### config.mk
export PLATFORM = sky130hd
export DESIGN_NAME = iss_select
export DESIGN_NICKNAME = d
export VERILOG_FILES = /design/src/rtl/iss_pkg.sv /design/src/rtl/iss_slot_bank.sv /design/src/rtl/iss_pick.sv /design/src/rtl/iss_tally.sv /design/src/rtl/iss_select.sv
export SDC_FILE = /design/constraint.sdc
export NUM_CORES = 1
export LEC_CHECK = 0
export ABC_AREA = 1
export CORE_UTILIZATION = 40
export DETAILED_ROUTE_END_ITERATION = 10
export PLACE_DENSITY_LB_ADDON = 0.08
export SYNTH_ARGS = -nofsm -noshare
export SYNTH_HDL_FRONTEND = slang
export SYNTH_SLANG_ARGS = --single-unit
### constraint.sdc
create_clock -name clk -period 27.9 [get_ports clk]
set_input_delay 5.58 -clock clk [delete_from_list [all_inputs] [get_ports clk]]
set_output_delay 5.58 -clock clk [all_outputs]
set_load 0.02 [all_outputs]
### src/rtl/iss_pkg.sv
package iss_pkg;
   typedef enum logic [1:0] {
      CL_ALU  = 2'd0,
      CL_MUL  = 2'd1,
      CL_MEM  = 2'd2,
      CL_NONE = 2'd3
   } op_cls_e;

   typedef enum logic [1:0] {
      ST_EMPTY = 2'd0,
      ST_WAIT  = 2'd1,
      ST_FLY   = 2'd2,
      ST_DONE  = 2'd3
   } slot_st_e;

   function automatic int tag_bits(input int n);
      return (n > 1) ? $clog2(n) : 1;
   endfunction
endpackage

### src/rtl/iss_slot_bank.sv
module iss_slot_bank
   import iss_pkg::*;
#(
   parameter int WIN   = 8,
   parameter int LAT_W = 3,
   localparam int TAG_W = tag_bits(WIN),
   localparam int DX    = 1 << TAG_W
) (
   input  logic                        clk,
   input  logic                        rst_n,
   input  logic                        ld_en,
   input  logic [TAG_W-1:0]            ld_tag,
   input  logic                        ld_a_use,
   input  logic [TAG_W-1:0]            ld_a_tag,
   input  logic                        ld_b_use,
   input  logic [TAG_W-1:0]            ld_b_tag,
   input  logic [1:0]                  ld_cls,
   input  logic [LAT_W-1:0]            ld_lat,
   input  logic [WIN-1:0]              grant,
   output logic [WIN-1:0]              ready,
   output logic [WIN-1:0]              done_map,
   output logic [WIN-1:0]              done_pulse,
   output logic [WIN-1:0][1:0]         cls,
   output logic [WIN-1:0]              a_use,
   output logic [WIN-1:0]              b_use,
   output logic [WIN-1:0][TAG_W-1:0]   a_tag,
   output logic [WIN-1:0][TAG_W-1:0]   b_tag
);
   logic [DX-1:0] done_ext;
   assign done_ext = DX'(done_map);

   for (genvar i = 0; i < WIN; i++) begin : g_slot
      slot_st_e            st_q;
      logic [LAT_W-1:0]    lat_q;
      logic [LAT_W-1:0]    rem_q;
      logic                pulse_q;
      logic                au_q, bu_q;
      logic [TAG_W-1:0]    at_q, bt_q;
      logic [1:0]          cls_q;
      logic                hit;

      assign hit = ld_en && (ld_tag == TAG_W'(i));

      always_ff @(posedge clk or negedge rst_n) begin
         if (!rst_n) begin
            st_q    <= ST_EMPTY;
            lat_q   <= '0;
            rem_q   <= '0;
            pulse_q <= 1'b0;
            au_q    <= 1'b0;
            bu_q    <= 1'b0;
            at_q    <= '0;
            bt_q    <= '0;
            cls_q   <= CL_NONE;
         end else begin
            pulse_q <= 1'b0;
            if (hit) begin
               st_q  <= ST_WAIT;
               lat_q <= ld_lat;
               rem_q <= '0;
               au_q  <= ld_a_use;
               bu_q  <= ld_b_use;
               at_q  <= ld_a_tag;
               bt_q  <= ld_b_tag;
               cls_q <= ld_cls;
            end else begin
               case (st_q)
                  ST_WAIT: begin
                     if (grant[i]) begin
                        if (lat_q <= LAT_W'(1)) begin
                           st_q    <= ST_DONE;
                           pulse_q <= 1'b1;
                        end else begin
                           st_q  <= ST_FLY;
                           rem_q <= lat_q - LAT_W'(1);
                        end
                     end
                  end
                  ST_FLY: begin
                     if (rem_q == LAT_W'(1)) begin
                        st_q    <= ST_DONE;
                        pulse_q <= 1'b1;
                        rem_q   <= '0;
                     end else begin
                        rem_q <= rem_q - LAT_W'(1);
                     end
                  end
                  default: ;
               endcase
            end
         end
      end

      assign done_map[i]   = (st_q == ST_DONE);
      assign done_pulse[i] = pulse_q;
      assign cls[i]        = cls_q;
      assign a_use[i]      = au_q;
      assign b_use[i]      = bu_q;
      assign a_tag[i]      = at_q;
      assign b_tag[i]      = bt_q;
      assign ready[i]      = (st_q == ST_WAIT)
                           && (!au_q || done_ext[at_q])
                           && (!bu_q || done_ext[bt_q]);
   end
endmodule

### src/rtl/iss_pick.sv
module iss_pick #(
   parameter int WIN     = 8,
   parameter int ISSUE_W = 4,
   parameter int N_ALU   = 2,
   parameter int N_MUL   = 1,
   parameter int N_MEM   = 1,
   localparam int CW     = $clog2(ISSUE_W + 1)
) (
   input  logic [WIN-1:0]      ready,
   input  logic [WIN-1:0][1:0] cls,
   output logic [WIN-1:0]      grant,
   output logic [CW-1:0]       grant_cnt
);
   localparam int BUD [4] = '{N_ALU, N_MUL, N_MEM, 0};
   localparam bit CAPPED  = ISSUE_W < WIN;

   always_comb begin
      int left;
      int n;
      int used [4];
      grant = '0;
      left  = ISSUE_W;
      n     = 0;
      for (int k = 0; k < 4; k++) used[k] = 0;
      for (int i = 0; i < WIN; i++) begin
         if ((!CAPPED || left > 0) && ready[i] && used[cls[i]] < BUD[cls[i]]) begin
            grant[i]      = 1'b1;
            used[cls[i]]  = used[cls[i]] + 1;
            left          = left - 1;
            n             = n + 1;
         end
      end
      grant_cnt = CW'(n);
   end
endmodule

### src/rtl/iss_tally.sv
module iss_tally #(
   parameter int CW    = 3,
   parameter int CNT_W = 32
) (
   input  logic             clk,
   input  logic             rst_n,
   input  logic [CW-1:0]    grant_cnt,
   output logic [CNT_W-1:0] issued_total,
   output logic [CNT_W-1:0] cycle_total
);
   always_ff @(posedge clk or negedge rst_n) begin
      if (!rst_n) begin
         issued_total <= '0;
         cycle_total  <= '0;
      end else begin
         issued_total <= issued_total + CNT_W'(grant_cnt);
         cycle_total  <= cycle_total + CNT_W'(1);
      end
   end
endmodule

### src/rtl/iss_select.sv
module iss_select
   import iss_pkg::*;
#(
   parameter int WIN     = 8,
   parameter int ISSUE_W = 4,
   parameter int N_ALU   = 2,
   parameter int N_MUL   = 1,
   parameter int N_MEM   = 1,
   parameter int LAT_W   = 3,
   parameter int CNT_W   = 32,
   localparam int TAG_W  = tag_bits(WIN),
   localparam int CW     = $clog2(ISSUE_W + 1)
) (
   input  logic              clk,
   input  logic              rst_n,
   input  logic              ld_en,
   input  logic [TAG_W-1:0]  ld_tag,
   input  logic              ld_a_use,
   input  logic [TAG_W-1:0]  ld_a_tag,
   input  logic              ld_b_use,
   input  logic [TAG_W-1:0]  ld_b_tag,
   input  logic [1:0]        ld_cls,
   input  logic [LAT_W-1:0]  ld_lat,
   output logic [WIN-1:0]    grant,
   output logic [CW-1:0]     grant_cnt,
   output logic [WIN-1:0]    done_pulse,
   output logic [WIN-1:0]    done_map,
   output logic [CNT_W-1:0]  issued_total,
   output logic [CNT_W-1:0]  cycle_total
);
   if (WIN < 2 || ISSUE_W < 1 || LAT_W < 1 || CNT_W < CW
       || N_ALU < 0 || N_MUL < 0 || N_MEM < 0) begin : g_bad_cfg
      initial $fatal(1, "iss_select: illegal parameter set");
   end

   logic [WIN-1:0]            ready;
   logic [WIN-1:0][1:0]       cls;
   logic [WIN-1:0]            a_use, b_use;
   logic [WIN-1:0][TAG_W-1:0] a_tag, b_tag;

   iss_slot_bank #(.WIN(WIN), .LAT_W(LAT_W)) u_bank (
      .clk        (clk),
      .rst_n      (rst_n),
      .ld_en      (ld_en),
      .ld_tag     (ld_tag),
      .ld_a_use   (ld_a_use),
      .ld_a_tag   (ld_a_tag),
      .ld_b_use   (ld_b_use),
      .ld_b_tag   (ld_b_tag),
      .ld_cls     (ld_cls),
      .ld_lat     (ld_lat),
      .grant      (grant),
      .ready      (ready),
      .done_map   (done_map),
      .done_pulse (done_pulse),
      .cls        (cls),
      .a_use      (a_use),
      .b_use      (b_use),
      .a_tag      (a_tag),
      .b_tag      (b_tag)
   );

   iss_pick #(
      .WIN(WIN), .ISSUE_W(ISSUE_W),
      .N_ALU(N_ALU), .N_MUL(N_MUL), .N_MEM(N_MEM)
   ) u_pick (
      .ready     (ready),
      .cls       (cls),
      .grant     (grant),
      .grant_cnt (grant_cnt)
   );

   iss_tally #(.CW(CW), .CNT_W(CNT_W)) u_tally (
      .clk          (clk),
      .rst_n        (rst_n),
      .grant_cnt    (grant_cnt),
      .issued_total (issued_total),
      .cycle_total  (cycle_total)
   );
endmodule

==> results of run 1 <==
## critical path: cells and delay by family (launching register included)
family          cells  cell delay, ns
compound gates     20            3.70
xor+xnor            1            0.25
flops               1            0.37
buf+inv             7            1.31
fa+ha+maj           7            2.03
simple gates       45            5.90
## registers in the layout (all words and copies together), names as in the netlist
| register | cells |
|---|---|
| u_bank.g_slot.cls_q | 16 |
| u_bank.g_slot.bu_q | 8 |
| u_bank.g_slot.au_q | 8 |
| u_bank.g_slot.rem_q | 24 |
| u_bank.g_slot.bt_q | 24 |
| u_tally.cycle_total | 32 |
| u_bank.g_slot.at_q | 24 |
| u_bank.g_slot.pulse_q | 8 |
| u_bank.g_slot.st_q | 16 |
| u_bank.g_slot.lat_q | 24 |
| u_tally.issued_total | 32 |
## path summary, 6_finish.rpt
| path | slack [ns] | to | cells after the start | from |
|---|---|---|---|---|
| worst min register to register | 0.47 | u_tally.cycle_total[31] | 1 | u_tally.cycle_total[31] |
| worst max-delay path | 8.16 | grant_cnt[1] | 80 | u_bank.g_slot[1].st_q[1] |
| max in group asynchronous | 20.68 | u_bank.g_slot[7].bt_q[2] | 3 | rst_n |
| worst min-delay path | 0.47 | u_tally.cycle_total[31] | 1 | u_tally.cycle_total[31] |
| min in group asynchronous | 5.01 | u_tally.issued_total[13] | 1 | rst_n |
| worst max register to register | 11.48 | u_tally.issued_total[28] | 95 | u_bank.g_slot[1].st_q[1] |
## cell families after synthesis
family          count (synthesis)
buf+inv                       344
xor+xnor                       76
flops                         216
simple gates                  957
fa+ha+maj                     111
compound gates                369
## routing by layer
layer | global-route usage | vias to the layer above | share of wire | wire length (um)
met2 | 0.354 | 273 | 0.45 | 19400
met4 | 0.0526 | 0 | 0.022 | 952
met1 | 0.320 | 6421 | 0.49 | 21000
met5 | 0 | - | 0 | 0
li1 | - | 6960 | - | -
met3 | 0.0292 | 58 | 0.045 | 1950
## layout make-up
cell class,count,area [um^2]
inverter,281,1070
clock inverter,9,91.3
multi-input combinational,1513,8730
sequential,216,5430
tap,518,648
timing repair buffer,120,1180
clock buffer,39,781
fill,3992,20600
## metrics by stage
stage / area, um^2 / total power, W
final: 17900 / 0.00187
after global routing: 17900 / 0.00204
after CTS: 17900 / 0.00188
after detailed placement: 17100 / 0.00152
after global placement: 17100 / 0.00151
after floorplan: 15600 / 0.00126
## cells in the final DEF, fill, tap and decap left out, types with 6 or more instances in the layout
master and count:
a22oi_1 6, nand3b_1 8, dfstp_2 16, nand3_2 18, a31oi_1 14, inv_2 8
a211oi_1 12, nor2_1 126, o22ai_1 7, o21ai_0 182, nand4_1 29, o211ai_1 26
clkbuf_8 6, nand2_1 472, o21bai_1 7, clkbuf_1 6, nand2_4 25, xor2_1 45
dfrtp_1 200, ha_1 109, nor2_2 7, nor3_1 21, inv_1 263, clkdlybuf4s50_1 108
clkbuf_16 27, a21oi_1 82, nand3_1 178, nand2_2 39, xnor2_1 30, buf_4 11
clkinv_1 6
## cell usage after synthesis, drive strengths merged (2+ instances only)
cell type / n / share of area
and2: 5 / 0.0022
a211oi: 12 / 0.0058
dfrtp: 200 / 0.32
clkbuf: 40 / 0.011
o21ai: 192 / 0.063
nor2: 140 / 0.039
nor4: 5 / 0.0020
and3: 5 / 0.0020
o21bai: 7 / 0.0034
nor3b: 3 / 0.0014
nand4: 29 / 0.012
a22oi: 6 / 0.0029
ha: 109 / 0.087
xor2: 46 / 0.026
a32oi: 3 / 0.0017
a311oi: 3 / 0.0017
nor3: 21 / 0.0067
fa: 2 / 0.0026
a21oi: 82 / 0.026
o211ai: 26 / 0.012
or2: 5 / 0.0020
o211a: 2 / 0.0013
o311ai: 4 / 0.0022
inv: 274 / 0.066
clkinv: 7 / 0.0020
nand3: 199 / 0.072
xnor2: 30 / 0.017
dfstp: 16 / 0.027
o22ai: 7 / 0.0028
a31oi: 14 / 0.0056
nand3b: 9 / 0.0046
a221oi: 3 / 0.0017
a21o: 4 / 0.0019
buf: 23 / 0.015
nand2: 536 / 0.15
## power by group through the flow
stage / Clock [W] / Combinational, W / Sequential (W)
CTS: 0.000356 / 0.00107 / 0.000449
detailed placement: 0 / 0.00107 / 0.000453
global route: 0.000367 / 0.00121 / 0.000460
global placement: 0 / 0.00106 / 0.000452
finish: 0.000347 / 0.00107 / 0.000449
floorplan: 0 / 0.000816 / 0.000441
==> flow_metrics.tcl, run 1 <==
set metrics [dict create \
    outcome "finished clean" \
    route.final.wire_length_um 43300 \
    drtIter0Drc 843 \
    cts_bufs_inserted 27 \
    postRouteAntennaNets 0 \
    grt_antenna_before_repair 0 \
    initial_utilization 0.405 \
    post_route_setup_tns_ns 0 \
    power.static_leakage_nw 8.68 \
    synth_simple_gate_area_frac 0.290 \
    grt_first_pass_wirelength_um 70200 \
    post_synth_arst_share 1.00 \
    maximum_number_of_pins_on_one_net_before_global_route_repair 86 \
    final_min_period_over_clock_period 0.707 \
    die_w_um 200 \
    slew_violations 0 \
    netSwitchingPower_w 0.000897 \
    utilization_after_layout 0.465 \
    placed_cells_incl_taps 2648 \
    layout_min_cycle_time_ns 19.74 \
    std_cell_rows 72 \
    multiplexer_share_of_the_synthesized_area 0 \
    cp-start-kind "flop" \
    achievable-frequency_mhz 50.7 \
    rsz0062_at_grt "false" \
    via_per_inst 5.09 \
    timing.critical_path.required_ns 22.32 \
    timing.final.setup_violations 0 \
    final-instance-count-excl-fill 2696 \
    slew_hr 0.274 \
    synth_xor_area_frac 0.0431 \
    mappedNetlistArea_um2 15600 \
    final.setup_skew_ns 0.0171 \
    antenna-diode-count 0 \
    place_worst_setup_slack_ns 8.93 \
    cap_violations 0 \
    post_synth_fa_ha_maj_area_fraction 0.0898 \
    worst_slew_pin_slew_ns 1.07 \
    worst_path_max_fanout 23 \
    dr_total_vias 13700 \
    power_frac_comb 0.573 \
    grt_remaining_overflow 0 \
    power_density_nw_per_um2 104 \
    dieArea_um2 39900 \
    min-delay-path-class "flop to flop" \
    critical-path-slowest-cell "ha_1" \
    worstSkewPairLatency_ns 0.57 \
    power.clock.fraction 0.186 \
    drt_pre_antenna_iters 5 \
    drc 0 \
    die_y_um 200 \
    clockBufferDepth 3 \
    clock_pin_slew_on_the_worst_setup_and_hold_paths_ns 0.06 \
    cts_num_sinks 216 \
    post-cts-setup-buffer-count 0 \
    fin_ws_ns 8.16 \
    routed_wire_length_per_instance_um 16.1 \
    cts-root-buf "clkbuf_16" \
    number_of_top_level_pins 110 \
    largest_stage_delay_worst_path_ns 0.71 \
    ys_dominant_reg_cell "dfrtp_1" \
    cp.arrival_ns 14.16 \
    critical-path-top-cell-by-count "nand2_1" \
    grtUsageTotal 0.223 \
    nNetsFinal 2289 \
    vdd_drop_max_uv 62.8 \
    postSynthCellCount 2073 \
    synth.ff_latch_count 216 \
    combinational_family_with_the_most_area_after_synthesis "simple AND/OR/NAND/NOR gates" \
    netlist-cell-type-count 61 \
    tritoncts "done" \
    mappedNetlistNets 2203 \
    seq_area_frac_synth 0.347 \
    post_route_cells_drive_above_1_share 0.0900 \
    seq_power_share 0.241 \
    timing.critical_path.to_type "primary output" \
    cts_hold_buffers 0 \
    switching_share 0.481 \
    crit_type "flop to primary output" \
    cts_max_level 1 \
    ys_warn_count 0 \
    avgSynthCellArea_um2 7.54 \
    placeableCoreArea_um2 38600 \
    dp_hpwl_um 32300 \
    place.port_buffers 109 \
    hold_viol 0 \
    first_global_vias 13100 \
    timing.hold.ws_ns 0.472 \
    intPower_w 0.000969 \
    synth_enable_flop_cells 0 \
    cts_resized 0 \
    synthToLayoutAreaGrowth_pct 14.7 \
    place.gp.congestion 0.911 \
    synth_compound_area_frac 0.135 \
]
No activity file was read; power rests on OpenSTA's default activity.
==> inputs of run 2 (changes only) <==
- clock period: 27.9 -> 19.9 ns (I/O delays scaled with it)
==> run 2 against run 1 <==
  * Core utilization up 0.18 points
  * Power up 42%
  * Die area unchanged
  * Highest routed layer unchanged
  * First-iteration DRC count up 3.4%
  * Sequential share of layout area down 0.12 points
  * Critical path depth unchanged
  * Critical path type unchanged
  * Via count up 0.21%
  * Cell area up 0.39%
  * Critical endpoint is now grant_cnt[0]
  * Worst setup slack worse by 6.3 ns
  * Clock skew down 0.00097 ns
  * Cell count unchanged
  * Clock power up 50%
==> flow_metrics.tcl, run 2 (synthesis gave the netlist of run 1 again) <==
set metrics [dict create \
    grt_remaining_overflow 0 \
    grt_antenna_before_repair 1 \
    outcome "finished clean" \
    achievable-frequency_mhz 55.5 \
    most-common-layout-cells "nand2_1 (472), inv_1 (263), dfrtp_1 (200), o21ai_0 (182), nand3_1 (178)" \
    largestRegisters "u_tally.cycle_total: 32 flops, u_tally.issued_total: 32 flops" \
    post_route_cells_drive_above_1_share 0.0910 \
    place.gp.congestion 0.915 \
    synthToLayoutAreaGrowth_pct 15.1 \
    setup.worst_path.start "u_bank.g_slot[3].st_q[0]" \
    slew_hr 0.313 \
    detailed_place.area_um2 17100 \
    cts-root-buf "clkbuf_16" \
    cts_num_sinks 216 \
    layout.area.seq_um2 5430 \
    power_frac_comb 0.565 \
    timing.critical_path.to_type "primary output" \
    cts_hold_buffers 0 \
    critical_path.reg2reg.startpoint "u_bank.g_slot[3].st_q[0]" \
    routed_wire_length_per_instance_um 16.0 \
    min-delay-path-class "flop to flop" \
    drc 0 \
    tritoncts "done" \
    drtIter0Drc 872 \
    grtUsageTotal 0.220 \
    power.static_leakage_nw 8.71 \
    postRouteAntennaNets 0 \
    rsz0062_at_grt "false" \
    dieArea_um2 39900 \
    min_from "u_bank.g_slot[7].rem_q[1]" \
    seq_power_share 0.238 \
    power_density_nw_per_um2 147 \
    switching_share 0.474 \
    std_cell_rows 72 \
    worst_path_max_fanout 23 \
    route.final.wire_length_um 43100 \
    critical-path-top-cell-by-count "nand2_1" \
    placed_cells_incl_taps 2648 \
    vdd_drop_max_uv 68.8 \
    first_global_vias 13000 \
    highest-signal-layer "met4" \
    dp_hpwl_um 32400 \
    maximum_number_of_pins_on_one_net_before_global_route_repair 86 \
    timing.critical_path.required_ns 15.92 \
    grt_first_pass_wirelength_um 69100 \
    routed-wl-met2_um 19600 \
    cts_max_level 1 \
    cp.arrival_ns 14.03 \
    die_w_um 200 \
    critical-path-slowest-cell "a31oi_1" \
    mostFrequentLayoutCell "nand2_1" \
    worstSkewPairLatency_ns 0.56 \
    drt_pre_antenna_iters 5 \
    number_of_top_level_pins 110 \
    post-cts-setup-buffer-count 0 \
    timing.final.setup_violations 0 \
    post_route_setup_tns_ns 0 \
    met3_wl_um 1660 \
    placeableCoreArea_um2 38600 \
    multi_input_comb_area_um2 8730 \
    cts_bufs_inserted 27 \
    final-instance-count-excl-fill 2696 \
    netSwitchingPower_w 0.00126 \
    die_y_um 200 \
    nNetsFinal 2289 \
    cap_violations 0 \
    route.layer.met1.wl_um 21000 \
    layout_min_cycle_time_ns 18.01 \
    initial_utilization 0.405 \
    slew_violations 0 \
    utilization_after_layout 0.467 \
    dr_total_vias 13700 \
    cts_resized 0 \
    filler_cell_count 3952 \
    intPower_w 0.00139 \
    worst_slew_pin_slew_ns 1.02 \
    stdcell_area_um2 18000 \
    via_per_inst 5.10 \
    timing.hold.ws_ns 0.474 \
    place.port_buffers 109 \
    largest_stage_delay_worst_path_ns 0.71 \
    final_min_period_over_clock_period 0.905 \
    final.setup_skew_ns 0.0161 \
    clockBufferDepth 3 \
    crit_type "flop to primary output" \
    cp-start-kind "flop" \
    hold_viol 0 \
    power.clock.fraction 0.197 \
    clock_pin_slew_on_the_worst_setup_and_hold_paths_ns 0.06 \
]
[run 2: cell count changes in the layout (fill, tap and decap cells not counted), sizes merged]
cell | previous run | this run
clkbuf | 39 | 35
clkinvlp | 1 | 2
diode | 0 | 1
bufinv | 1 | 4
clkinv | 13 | 11
inv | 275 | 276
[run 2: critical path: cells and delay by family, from the launching register on]
| kind | cells | cell delay (ns) |
|---|---|---|
| compound gates | 18 | 3.18 |
| xor+xnor | 2 | 0.46 |
| fa+ha+maj | 7 | 1.98 |
| buf+inv | 7 | 1.31 |
| flops | 1 | 0.38 |
| simple gates | 46 | 6.15 |
[run 2: power groups by stage]
| stage | Combinational [W] | Clock, W | Sequential (W) |
|---|---|---|---|
| finish | 0.00150 | 0.000522 | 0.000630 |
| global route | 0.00169 | 0.000554 | 0.000644 |
| CTS | 0.00150 | 0.000536 | 0.000629 |
| detailed placement | 0.00149 | 0 | 0.000636 |
| global placement | 0.00148 | 0 | 0.000634 |
| floorplan | 0.00114 | 0 | 0.000619 |
[run 2: final cells by class]
type,instances,area share
multi-input combinational,1513,0.485
sequential,216,0.301
antenna,1,0.000139
inverter,281,0.0593
clock buffer,35,0.0420
timing repair buffer,120,0.0655
clock inverter,12,0.0102
tap,518,0.0360
[run 2: per-stage QoR]
step	setup WS [ns]	total power, W
after floorplan	4.74	0.00176
after global placement	3.23	0.00212
after detailed placement	2.55	0.00213
after CTS	1.92	0.00267
after global routing	0.396	0.00289
final	1.89	0.00265
[run 2: path summary, 6_finish.rpt]
kind                                              to  slack, ns  cells past startpoint
min                        u_bank.g_slot[7].rem_q[1]       0.47                      2
max                                     grant_cnt[0]       1.89                     80
min reg2reg                u_bank.g_slot[7].rem_q[1]       0.47                      2
max reg2reg                 u_tally.issued_total[28]       3.61                     95
max in group asynchronous  u_bank.g_slot[2].lat_q[2]      14.29                      3
min in group asynchronous    u_tally.issued_total[1]       3.43                      1
[run 2: routing by layer]
layer / vias to the layer above / GRT usage
li1: 6973 / -
met5: - / 0
met3: 54 / 0.0304
met1: 6468 / 0.306
met4: 0 / 0.0577
met2: 246 / 0.358
